<file path="config.mk">
export PLATFORM = sky130hd
export DESIGN_NAME = wide_addsel
export DESIGN_NICKNAME = d
export VERILOG_FILES = /design/src/rtl/addsel_pkg.sv /design/src/rtl/addsel_reg.sv /design/src/rtl/addsel_opsel.sv /design/src/rtl/addsel_sum.sv /design/src/rtl/wide_addsel.sv
export SDC_FILE = /design/constraint.sdc
export NUM_CORES = 1
export LEC_CHECK = 0
export ABC_AREA = 1
export BUFFER_PORTS_ARGS = -buffer_cell sky130_fd_sc_hd__buf_2
export CORE_MARGIN = 2
export CORE_UTILIZATION = 45
export DETAILED_ROUTE_END_ITERATION = 6
export MAX_ROUTING_LAYER = met4
export PLACE_DENSITY = 0.66
export SYNTH_ARGS = -nofsm -noshare
export SYNTH_HDL_FRONTEND = slang
export SYNTH_SLANG_ARGS = --single-unit
</file>
<file path="constraint.sdc">
create_clock -name clk -period 5.1 [get_ports clk]
set_input_delay 0.255 -clock clk [delete_from_list [all_inputs] [get_ports clk]]
set_output_delay 0.255 -clock clk [all_outputs]
set_load 0.05 [all_outputs]
</file>
<file path="src/rtl/addsel_pkg.sv">
package addsel_pkg;
  // selector codes decoded by the operand stage
  localparam logic [1:0] XCODE_AB = 2'b11;
  localparam logic [1:0] YCODE_C  = 2'b11;
  localparam logic [2:0] ZCODE_C  = 3'b011;

  // field positions inside the operation code
  localparam int X_LSB = 0;
  localparam int Y_LSB = 2;
  localparam int Z_LSB = 4;
  localparam int W_LSB = 7;

  typedef struct packed {
    logic [1:0] x;
    logic [1:0] y;
    logic [2:0] z;
    logic [1:0] w;
  } opfields_t;

  function automatic opfields_t split_op(input logic [8:0] op);
    opfields_t f;
    f.x = op[X_LSB +: 2];
    f.y = op[Y_LSB +: 2];
    f.z = op[Z_LSB +: 3];
    f.w = op[W_LSB +: 2];
    return f;
  endfunction
endpackage

</file>
<file path="src/rtl/addsel_reg.sv">
module addsel_reg #(
  parameter int WIDTH = 8
) (
  input  logic             clk,
  input  logic             rst,
  input  logic [WIDTH-1:0] d,
  output logic [WIDTH-1:0] q
);
  always_ff @(posedge clk) begin
    if (rst) q <= '0;
    else     q <= d;
  end
endmodule

</file>
<file path="src/rtl/addsel_opsel.sv">
module addsel_opsel #(
  parameter int A_W  = 30,
  parameter int B_W  = 18,
  parameter int OP_W = 9
) (
  input  logic [A_W+B_W-1:0] ab,
  input  logic [A_W+B_W-1:0] c,
  input  logic [OP_W-1:0]    op,
  output logic [A_W+B_W-1:0] w_opnd,
  output logic [A_W+B_W-1:0] x_opnd,
  output logic [A_W+B_W-1:0] y_opnd,
  output logic [A_W+B_W-1:0] z_opnd
);
  import addsel_pkg::*;

  opfields_t f;
  logic      unused_wfield;

  always_comb begin
    f = split_op(op[8:0]);
    x_opnd = (f.x == XCODE_AB) ? ab : '0;
    y_opnd = (f.y == YCODE_C)  ? c  : '0;
    z_opnd = (f.z == ZCODE_C)  ? c  : '0;
    // reduced model: every W code selects zero
    w_opnd = '0;
  end

  assign unused_wfield = ^f.w;
endmodule

</file>
<file path="src/rtl/addsel_sum.sv">
module addsel_sum #(
  parameter int P_W   = 48,
  parameter int ALU_W = 4
) (
  input  logic             clk,
  input  logic             rst,
  input  logic [P_W-1:0]   w_opnd,
  input  logic [P_W-1:0]   x_opnd,
  input  logic [P_W-1:0]   y_opnd,
  input  logic [P_W-1:0]   z_opnd,
  input  logic [ALU_W-1:0] alu,
  output logic [P_W-1:0]   p
);
  logic [P_W-1:0] sum_wx;
  logic [P_W-1:0] sum_yz;
  logic [P_W-1:0] total;
  logic           unused_alu;

  // balanced two-level add tree, truncated to P_W bits
  always_comb begin
    sum_wx = w_opnd + x_opnd;
    sum_yz = y_opnd + z_opnd;
    total  = sum_wx + sum_yz;
  end

  // every ALU code is treated as add in this model
  assign unused_alu = ^alu;

  always_ff @(posedge clk) begin
    if (rst) p <= '0;
    else     p <= total;
  end
endmodule

</file>
<file path="src/rtl/wide_addsel.sv">
module wide_addsel #(
  parameter int A_W   = 30,
  parameter int B_W   = 18,
  parameter int OP_W  = 9,
  parameter int ALU_W = 4,
  localparam int P_W  = A_W + B_W
) (
  input  logic             clk,
  input  logic             rst,
  input  logic [A_W-1:0]   a_in,
  input  logic [B_W-1:0]   b_in,
  input  logic [P_W-1:0]   c_in,
  input  logic [OP_W-1:0]  opmode_in,
  input  logic [ALU_W-1:0] alumode_in,
  output logic [P_W-1:0]   p_out
);
  logic [A_W-1:0]   a_q;
  logic [B_W-1:0]   b_q;
  logic [P_W-1:0]   c_q;
  logic [OP_W-1:0]  op_q;
  logic [ALU_W-1:0] alu_q;
  logic [P_W-1:0]   ab_q;
  logic [P_W-1:0]   w_s, x_s, y_s, z_s;

  addsel_reg #(.WIDTH(A_W))   a_reg_i   (.clk(clk), .rst(rst), .d(a_in),       .q(a_q));
  addsel_reg #(.WIDTH(B_W))   b_reg_i   (.clk(clk), .rst(rst), .d(b_in),       .q(b_q));
  addsel_reg #(.WIDTH(P_W))   c_reg_i   (.clk(clk), .rst(rst), .d(c_in),       .q(c_q));
  addsel_reg #(.WIDTH(OP_W))  op_reg_i  (.clk(clk), .rst(rst), .d(opmode_in),  .q(op_q));
  addsel_reg #(.WIDTH(ALU_W)) alu_reg_i (.clk(clk), .rst(rst), .d(alumode_in), .q(alu_q));

  assign ab_q = {a_q, b_q};

  addsel_opsel #(.A_W(A_W), .B_W(B_W), .OP_W(OP_W)) opsel_i (
    .ab(ab_q), .c(c_q), .op(op_q),
    .w_opnd(w_s), .x_opnd(x_s), .y_opnd(y_s), .z_opnd(z_s)
  );

  addsel_sum #(.P_W(P_W), .ALU_W(ALU_W)) sum_i (
    .clk(clk), .rst(rst),
    .w_opnd(w_s), .x_opnd(x_s), .y_opnd(y_s), .z_opnd(z_s),
    .alu(alu_q), .p(p_out)
  );
endmodule

</file>
# After elaboration in Yosys (flattened, before gate mapping)
# Cells that the tools add are included.
[classes]
add_sub_neg = 2
eq_ne = 3
n_mux = 3
[op_table]
columns = ["op", "n"]
rows = [
  ["48-bit two-way mux", 3],
  ["48-bit adder", 2],
  ["2-bit equality test (second input constant)", 2],
  ["3-bit by 2-bit equality test with 1-bit output (second input constant)", 1],
]
[totals]
ff_bits = 151
input_bits = 111
output_inout_bits = 48
word_cells = 13

# Logic depth before layout (Yosys ltp)
# Gate-level depths: netlist of the first run.
[logic_depth]
depth_word = 4
depth_mapped = 21

# By module
# A second synthesis of the first run with hierarchy kept.
[hier_totals]
hier_cells = 1958
hier_area_um2 = 12664.6
[by_module_without_submodules]
columns = ["module", "n_inst", "cells_each", "area_each_um2"]
rows = [
  ["addsel_sum", 1, 1312, 8040.2],
  ["addsel_opsel", 1, 308, 1508.9],
  ["addsel_reg (c_reg_i)", 1, 149, 1365.1],
  ["addsel_reg (a_reg_i)", 1, 93, 859.6],
  ["addsel_reg (b_reg_i)", 1, 56, 521.8],
  ["addsel_reg (op_reg_i)", 1, 28, 259.0],
  ["addsel_reg (alu_reg_i)", 1, 12, 110.1],
]

# Least setup slack after synthesis of the first run
# No wires, ideal clock.
[synth_timing]
path_type = "register to register"
start = "register op_reg_i.q[0]"
end = "register sum_i.p[37]"
setup_time_ns = 0.115
t_arrival_ns = 2.922
t_required_ns = 4.985
path_slack_ns = 2.063
path_stages_with_launch = 20
path_buffers = 2
synth_period_minus_slack_ns = 3.037
path_cell_list = "dfxtp_1 nand2_1 inv_1 clkbuf_1 clkbuf_1 nand2_1 fa_1 inv_1 ha_1 inv_1 fa_1 inv_1 nand2_1 nand2_1 and2_1 nand3b_1 nand3_2 nand2_2 a21oi_1 nor2_1"
[synth_between]
elab_chain_cells = 3
[synth_rtl]
columns = ["element", "line", "text"]
rows = [
  ["start: declaration", "addsel_reg.sv:7", "output logic [WIDTH-1:0] q"],
  ["start signal: assignment", "addsel_reg.sv:10", "if (rst) q <= '0;"],
  ["start signal: assignment", "addsel_reg.sv:11", "else q <= d;"],
  ["2-bit equality test", "addsel_opsel.sv:21", "x_opnd = (f.x == XCODE_AB) ? ab : '0;"],
  ["48-bit two-way mux", "addsel_opsel.sv:21", ""],
  ["48-bit adder", "addsel_sum.sv:23", "total = sum_wx + sum_yz;"],
  ["end signal: assignment", "addsel_sum.sv:31", "else p <= total;"],
  ["end: declaration", "addsel_sum.sv:12", "output logic [P_W-1:0] p"],
]
# No other way between the ends.
# A chain may end at the register's enable or synchronous reset.

# Worst setup path in the final report of the first run
[layout_timing]
start = "register op_reg_i.q[5]"
end = "register sum_i.p[29]"
[layout_between]
elab_chain_cells = 4
[layout_rtl]
columns = ["element", "line", "text"]
rows = [
  ["3-bit by 2-bit equality test with 1-bit output", "addsel_opsel.sv:23", "z_opnd = (f.z == ZCODE_C) ? c : '0;"],
  ["48-bit two-way mux", "addsel_opsel.sv:23", ""],
  ["48-bit adder", "addsel_sum.sv:22", "sum_yz = y_opnd + z_opnd;"],
  ["48-bit adder", "addsel_sum.sv:23", ""],
]
# No other way between the ends.

==> results of run 1 <==
## path summary, 6_finish.rpt
check / slack, ps / to
max: 1360 / sum_i.p[29]$_SDFF_PP0_
min: 10 / op_reg_i.q[5]$_SDFF_PP0_
max reg2reg: 1360 / sum_i.p[29]$_SDFF_PP0_
min reg2reg: 790 / sum_i.p[0]$_SDFF_PP0_
## cell usage after synthesis (all sizes together)
library cell	number	area (sq um)
a211oi	1	7.510
a21oi	60	304.0
and2	3	18.77
buf	9	40.04
clkbuf	22	82.58
dfxtp	151	3023
fa	48	960.9
ha	46	575.6
inv	418	1569
nand2	517	1983
nand3	50	300.3
nand3b	2	15.01
nand4	8	50.05
nor2	221	947.2
nor3	6	46.30
nor4	1	12.51
o21a	2	15.01
o21ai	23	115.1
o21bai	3	22.52
or2	1	6.260
## routing by layer
metal / up-vias / global-route usage / part of all wire / routed length [um]
met5: - / - / 0 / 0
met4: 0 / 0.06247 / 0.018 / 439
met3: 25 / 0.02790 / 0.046 / 1136
met2: 220 / 0.3310 / 0.42 / 10390
met1: 3970 / 0.3220 / 0.52 / 12820
li1: 4869 / - / - / -
## cells by family after synthesis
logic type | count (synthesis) | synth area share
flops | 151 | 0.2995
simple gates | 809 | 0.3348
compound gates | 89 | 0.04598
buf+inv | 449 | 0.1676
fa+ha+maj | 94 | 0.1522
## state kept, by name, indices dropped and copies added, names as in the netlist
signal,count
sum_i.p,48
b_reg_i.q,18
op_reg_i.q,7
c_reg_i.q,48
a_reg_i.q,30
## per-stage QoR
step,instances,instance area (sq um),util,power [uW]
floorplan,1592,10090,-,1388
global placement,1999,11150,0.5091,1463
detailed placement,1999,11150,0.5091,1466
CTS,2031,11750,0.5367,2735
global route,2031,11750,0.5367,2816
finish,2031,11750,0.5367,2706
## power by group through the flow
stage | logic, uW | clock network (uW) | registers [uW]
finish | 192 | 1270 | 1250
global route | 219 | 1350 | 1250
CTS | 195 | 1290 | 1250
detailed placement | 193 | 0 | 1270
global placement | 191 | 0 | 1270
floorplan | 96.2 | 0 | 1290
## critical path, stage by stage (launching register included)
cell,delay (ps)
dfxtp_1,310
nand2_1,60
nor2_2,630
nand2_1,170
fa_1,500
inv_1,70
ha_1,280
inv_1,90
fa_1,380
inv_1,140
nand2_1,80
nand2_1,100
nand4_1,90
nand3_1,260
nand3_1,130
nand2_1,170
nand2_1,70
nand2_1,60
nor2_1,40
## cell type report
cell class	instances	area, sq um	share of cell area
sequential	151	3023	0.2573
multi-input combinational	992	5383	0.4581
clock buffer	17	425.4	0.03621
inverter	418	1569	0.1335
timing repair buffer	158	820.8	0.06986
tap	280	350.3	0.02982
clock inverter	15	177.7	0.01512
==> results.md, run 1 <==
- Row cnt: 54
- Crit path launch: op_reg_i.q[5]$_SDFF_PP0_
- Critical path data arrival time: 4060 ps
- WHS: 10.39 ps
- Vias in the first global route: 8,486
- Routability cong.: 0.9383
- Leading cell type in the layout, fill and taps excluded: nand2_1
- Final setup vio count: 0
- Fillers: 2,244
- Share of layout cells above drive strength 1: 0.1519
- Die Ht: 153.8 um
- RSZ-0062 raised after global routing: no
- Post-cts resize count: 0
- Initial antenna violation count: 0
- DRT Pass-1 Iters: 5
- Yosys warning total: 0
- Period utilisation layout: 0.7334
- Layout area overhead: 16.39%
- Clk slew on worst S/H paths: 80 ps
- Overflow after GRT: 0
- Htree depth: 4
- Max Cap Viol: 0
- Post-route setup TNS: 0 ps
- Static leakage: 0.006974 uW
- Comb power frac: 0.071
- Clk_lat worst skew: 440 ps
- Syn_nets: 1,797
- CP endpoint kind: flop
- Setup CP Type: reg2reg
- Seq pwr share: 0.460
- Outcome: completed
- Die W: 153.8 um
- Initial Util: 0.4611
- Diodes inserted: 0
- Post-CTS Setup Bufs: 0
- WHS Path Cells: 3
- Worst Max-Slew Pin Slew: 831.4 ps
- Total Nets Final: 1,943
- Die area: 23,650 sq um
- HP Class: in2reg
- Post-Syn Area: 10,090 sq um
- Final Hold Viols: 0
- Syn Area/Cell: 6.341 sq um
- Hold wc startpoint: opmode_in[5]
- Sequential element share of the synthesized area: 0.2995
- Net switching power: 742.8 uW
- Most frequent cells in the layout: 500 x nand2_1, 406 x inv_1, 189 x nor2_1, 151 x dfxtp_1, 151 x buf_2
- Req. time, crit path: 5420 ps
- Worst R2R Start: op_reg_i.q[5]$_SDFF_PP0_
- Internal power: 1963 uW
- Initial DRC count: 514
- CP startpoint kind: flop
- Slew margin rel.: 0.4452
- Post-route DRC: 0
- First-pass GRT wire length: 41,170 um
- Setup WS pre-CTS: 1397 ps
- CTS sink cnt: 151
- DR vias: 9,084
- Layout Skew: 16.50 ps
- Ports: 159
- Port Buffer Count: 152
- Clk buf depth: 2
- Peak supply drop: 0.1943 mV
- Detail Route Antenna Nets: 0
- Post-Route WL: 24,780 um
- TritonCTS clock tree: built
- Cell area power density: 230.3 nW/um^2
- Max-slew violations: 0
- Sw Share: 0.2745
- Cell variety after synth: 30
- Clock Power Share: 0.468
- Root Driver: clkbuf_16
- Dpl hpwl: 20,290 um
- Crit Path Max Fanout: 16
- All-Layer GR Usage: 0.2235
- Vias/cell: 4.473
- DR WL/cell: 12.20 um
- Reg2Reg Depth: 18
- Tmin final: 3740 ps
- Num CTS Buffers: 17
- Largest net degree at the start of global routing: 58
- Synth Register Bits: 151
- Fmax: 267.4 MHz
- Setup ws final: 1360 ps
- Core area: 21,890 sq um
- Post-synthesis instance total: 1,592
- Post-CTS Hold Buffers: 0
(Power assumes the default switching activity.)
==> inputs of run 2 (changes only) <==
Clock period 5.1 ns to 3.7 ns, I/O delays scaled along.
==> results.md, run 2 (synthesis gave the netlist of run 1 again) <==
- Grt met1 use: 0.3369 (was 0.3220)
- CP endpoint kind: flop (unchanged)
- Ports: 159 (unchanged)
- Hold wc startpoint: rst (was opmode_in[5])
- Routability cong.: 0.9337 (was 0.9383)
- RSZ-0062 raised after global routing: no (unchanged)
- DP Cell Count: 2,001 (was 1,999)
- Initial antenna violation count: 0 (unchanged)
- DR vias: 9,547 (was 9,084)
- Layout Skew: 10.24 ps (was 16.50 ps)
- Detail Route Antenna Nets: 0 (unchanged)
- Total Nets Final: 2,048 (was 1,943)
- Largest net degree at the start of global routing: 67 (was 58)
- Static leakage: 0.007405 uW (was 0.006974 uW)
- Worst Path Buf+Inv: 5 (was 3)
- Outcome: completed (unchanged)
- Slew margin rel.: 0.2537 (was 0.4452)
- Met3 GRT Util: 0.03298 (was 0.02790)
- Critical-path cell list: nand2_1, inv_1, buf_4, nand2_1, fa_1, inv_1, ha_1, inv_1, fa_1, inv_1, nand2_1, nand2_1, nand4_1, nand3_1, nand3_1, nand2_1, nand2_1, nand2_1, nor2_1 (was nand2_1, nor2_2, nand2_1, fa_1, inv_1, ha_1, inv_1, fa_1, inv_1, nand2_1, nand2_1, nand4_1, nand3_1, nand3_1, nand2_1, nand2_1, nand2_1, nor2_1)
- Die Ht: 153.8 um (unchanged)
- Clk buf depth: 2 (unchanged)
- Initial DRC count: 481 (was 514)
- Most Frequent Cell on Critical Path: nand2_1 (unchanged)
- Final setup vio count: 0 (unchanged)
- Setup CP Type: reg2reg (unchanged)
- Row cnt: 54 (unchanged)
- First-pass GRT wire length: 44,150 um (was 41,170 um)
- Non-Filler Instances: 2,136 (was 2,031)
- Final Hold Viols: 0 (unchanged)
- Leading cell type in the layout, fill and taps excluded: nand2_1 (unchanged)
- CP top delay family: simple AND/OR/NAND/NOR gates (unchanged)
- Overflow after GRT: 0 (unchanged)
- Busiest grt layer: met2 (unchanged)
- Die W: 153.8 um (unchanged)
- Cell area power density: 298.7 nW/um^2 (was 230.3 nW/um^2)
- Htree depth: 4 (unchanged)
- Core area: 21,890 sq um (unchanged)
- Dpl hpwl: 20,620 um (was 20,290 um)
- DRT Pass-1 Iters: 5 (unchanged)
- Worst Max-Slew Pin Slew: 1118 ps (was 831.4 ps)
- Clk_lat worst skew: 430 ps (was 440 ps)
- Vias/cell: 4.470 (was 4.473)
- Met2 Use GR: 0.3644 (was 0.3310)
- TritonCTS clock tree: built (unchanged)
- Clk slew on worst S/H paths: 70 ps (was 80 ps)
- Post-route DRC: 0 (unchanged)
- Max-slew violations: 0 (unchanged)
- Layout area overhead: 26.45% (was 16.39%)
- Num CTS Buffers: 17 (unchanged)
- Post-CTS Setup Bufs: 0 (unchanged)
- Top Registers: c_reg_i.q x48, sum_i.p x48, a_reg_i.q x30 (unchanged)
- Die area: 23,650 sq um (unchanged)
- Crit path launch: op_reg_i.q[2]$_SDFF_PP0_ (was op_reg_i.q[5]$_SDFF_PP0_)
- Final core utilization: 0.5831 (was 0.5367)
- Period utilisation layout: 0.8921 (was 0.7334)
- Tmin final: 3301 ps (was 3740 ps)
- Fmax: 303.0 MHz (was 267.4 MHz)
- Post-Route WL: 26,860 um (was 24,780 um)
- HP Class: in2reg (unchanged)
- Max Cap Viol: 0 (unchanged)
- CP startpoint kind: flop (unchanged)
- Slowest cell on crit path: fa_1 (was nor2_2)
- CTS sink cnt: 151 (unchanged)
- All-Layer GR Usage: 0.2413 (was 0.2235)
- Post-cts resize count: 0 (unchanged)
- CP peak stage delay: 450 ps (was 630 ps)
- Post-route setup TNS: 0 ps (unchanged)
- Worst R2R Start: op_reg_i.q[2]$_SDFF_PP0_ (was op_reg_i.q[5]$_SDFF_PP0_)
- Fillers: 2,106 (was 2,244)
- Vias in the first global route: 8,998 (was 8,486)
- Critical path data arrival time: 3630 ps (was 4060 ps)
- Req. time, crit path: 4020 ps (was 5420 ps)
- Share of layout cells above drive strength 1: 0.1444 (was 0.1519)
- Initial Util: 0.4611 (unchanged)
- Port Buffer Count: 152 (unchanged)
- Setup WS pre-CTS: 463.0 ps (was 1397 ps)
- Diodes inserted: 0 (unchanged)
- DR WL/cell: 12.58 um (was 12.20 um)
- Crit Path Max Fanout: 15 (was 16)
- Root Driver: clkbuf_16 (unchanged)
- Setup ws final: 399.2 ps (was 1360 ps)
- Most frequent cells in the layout: 500 x nand2_1, 406 x inv_1, 189 x nor2_1, 151 x dfxtp_1, 151 x buf_2 (unchanged)
- Peak supply drop: 0.2832 mV (was 0.1943 mV)
## run 2: cell types whose count changed in the layout (fill, tap and decap cells not counted), sizes merged
cell	change
clkinvlp	+1
buf	+2
dlygate4sd3	+103
inv	+1
clkinv	-3
bufinv	+1
## run 2: layer usage
| metal | vias up | share of wire | wire (um) |
|---|---|---|---|
| li1 | 5068 | - | - |
| met1 | 4214 | 0.50 | 13380 |
| met2 | 229 | 0.43 | 11510 |
| met3 | 36 | 0.051 | 1372 |
| met4 | 0 | 0.022 | 602 |
| met5 | - | 0 | 0 |
## run 2: worst paths after layout
kind,endpoint,slack (ps),cells after the start
worst min register to register,sum_i.p[0]$_SDFF_PP0_,810,5
worst max-delay path,sum_i.p[29]$_SDFF_PP0_,400,19
worst max register to register,sum_i.p[29]$_SDFF_PP0_,400,19
worst min-delay path,op_reg_i.q[3]$_SDFF_PP0_,170,2
## run 2: layout make-up
type                            instances  area [sq um]  area share
Clock inverter                         15         160.2     0.01255
Timing Repair Buffer                  263          1854      0.1453
Inverter                              418          1569      0.1229
Tap cell                              280         350.3     0.02745
Clock buffer                           17         425.4     0.03333
Multi-Input combinational cell        992          5383      0.4217
Sequential cell                       151          3023      0.2368
## run 2: where the power goes
part / leakage [uW] / switching (uW) / total, uW / internal [uW]
registers: 0.00125 / 23.5 / 1720 / 1690
logic: 0.00587 / 186 / 355 / 169
clock network: 0.000285 / 785 / 1740 / 956
total: 0.00741 / 994 / 3810 / 2820
## run 2: stage by stage
step / hold slack, ps / total power (uW) / cell area [sq um]
2_1_floorplan: 292.0 / 1913 / 10090
6_report: 167.4 / 3813 / 12760
4_1_cts: 165.4 / 3848 / 12760
3_3_place_gp: 386.6 / 2017 / 11150
3_5_place_dp: 393.0 / 2021 / 11150
5_1_grt: 192.8 / 3964 / 12760
## run 2: repair_timing
item / in CTS / in global routing
endpoints found under the hold margin: 103 / 0
setup endpoints to repair: 0 / 0
hold buffers: 103 / 0
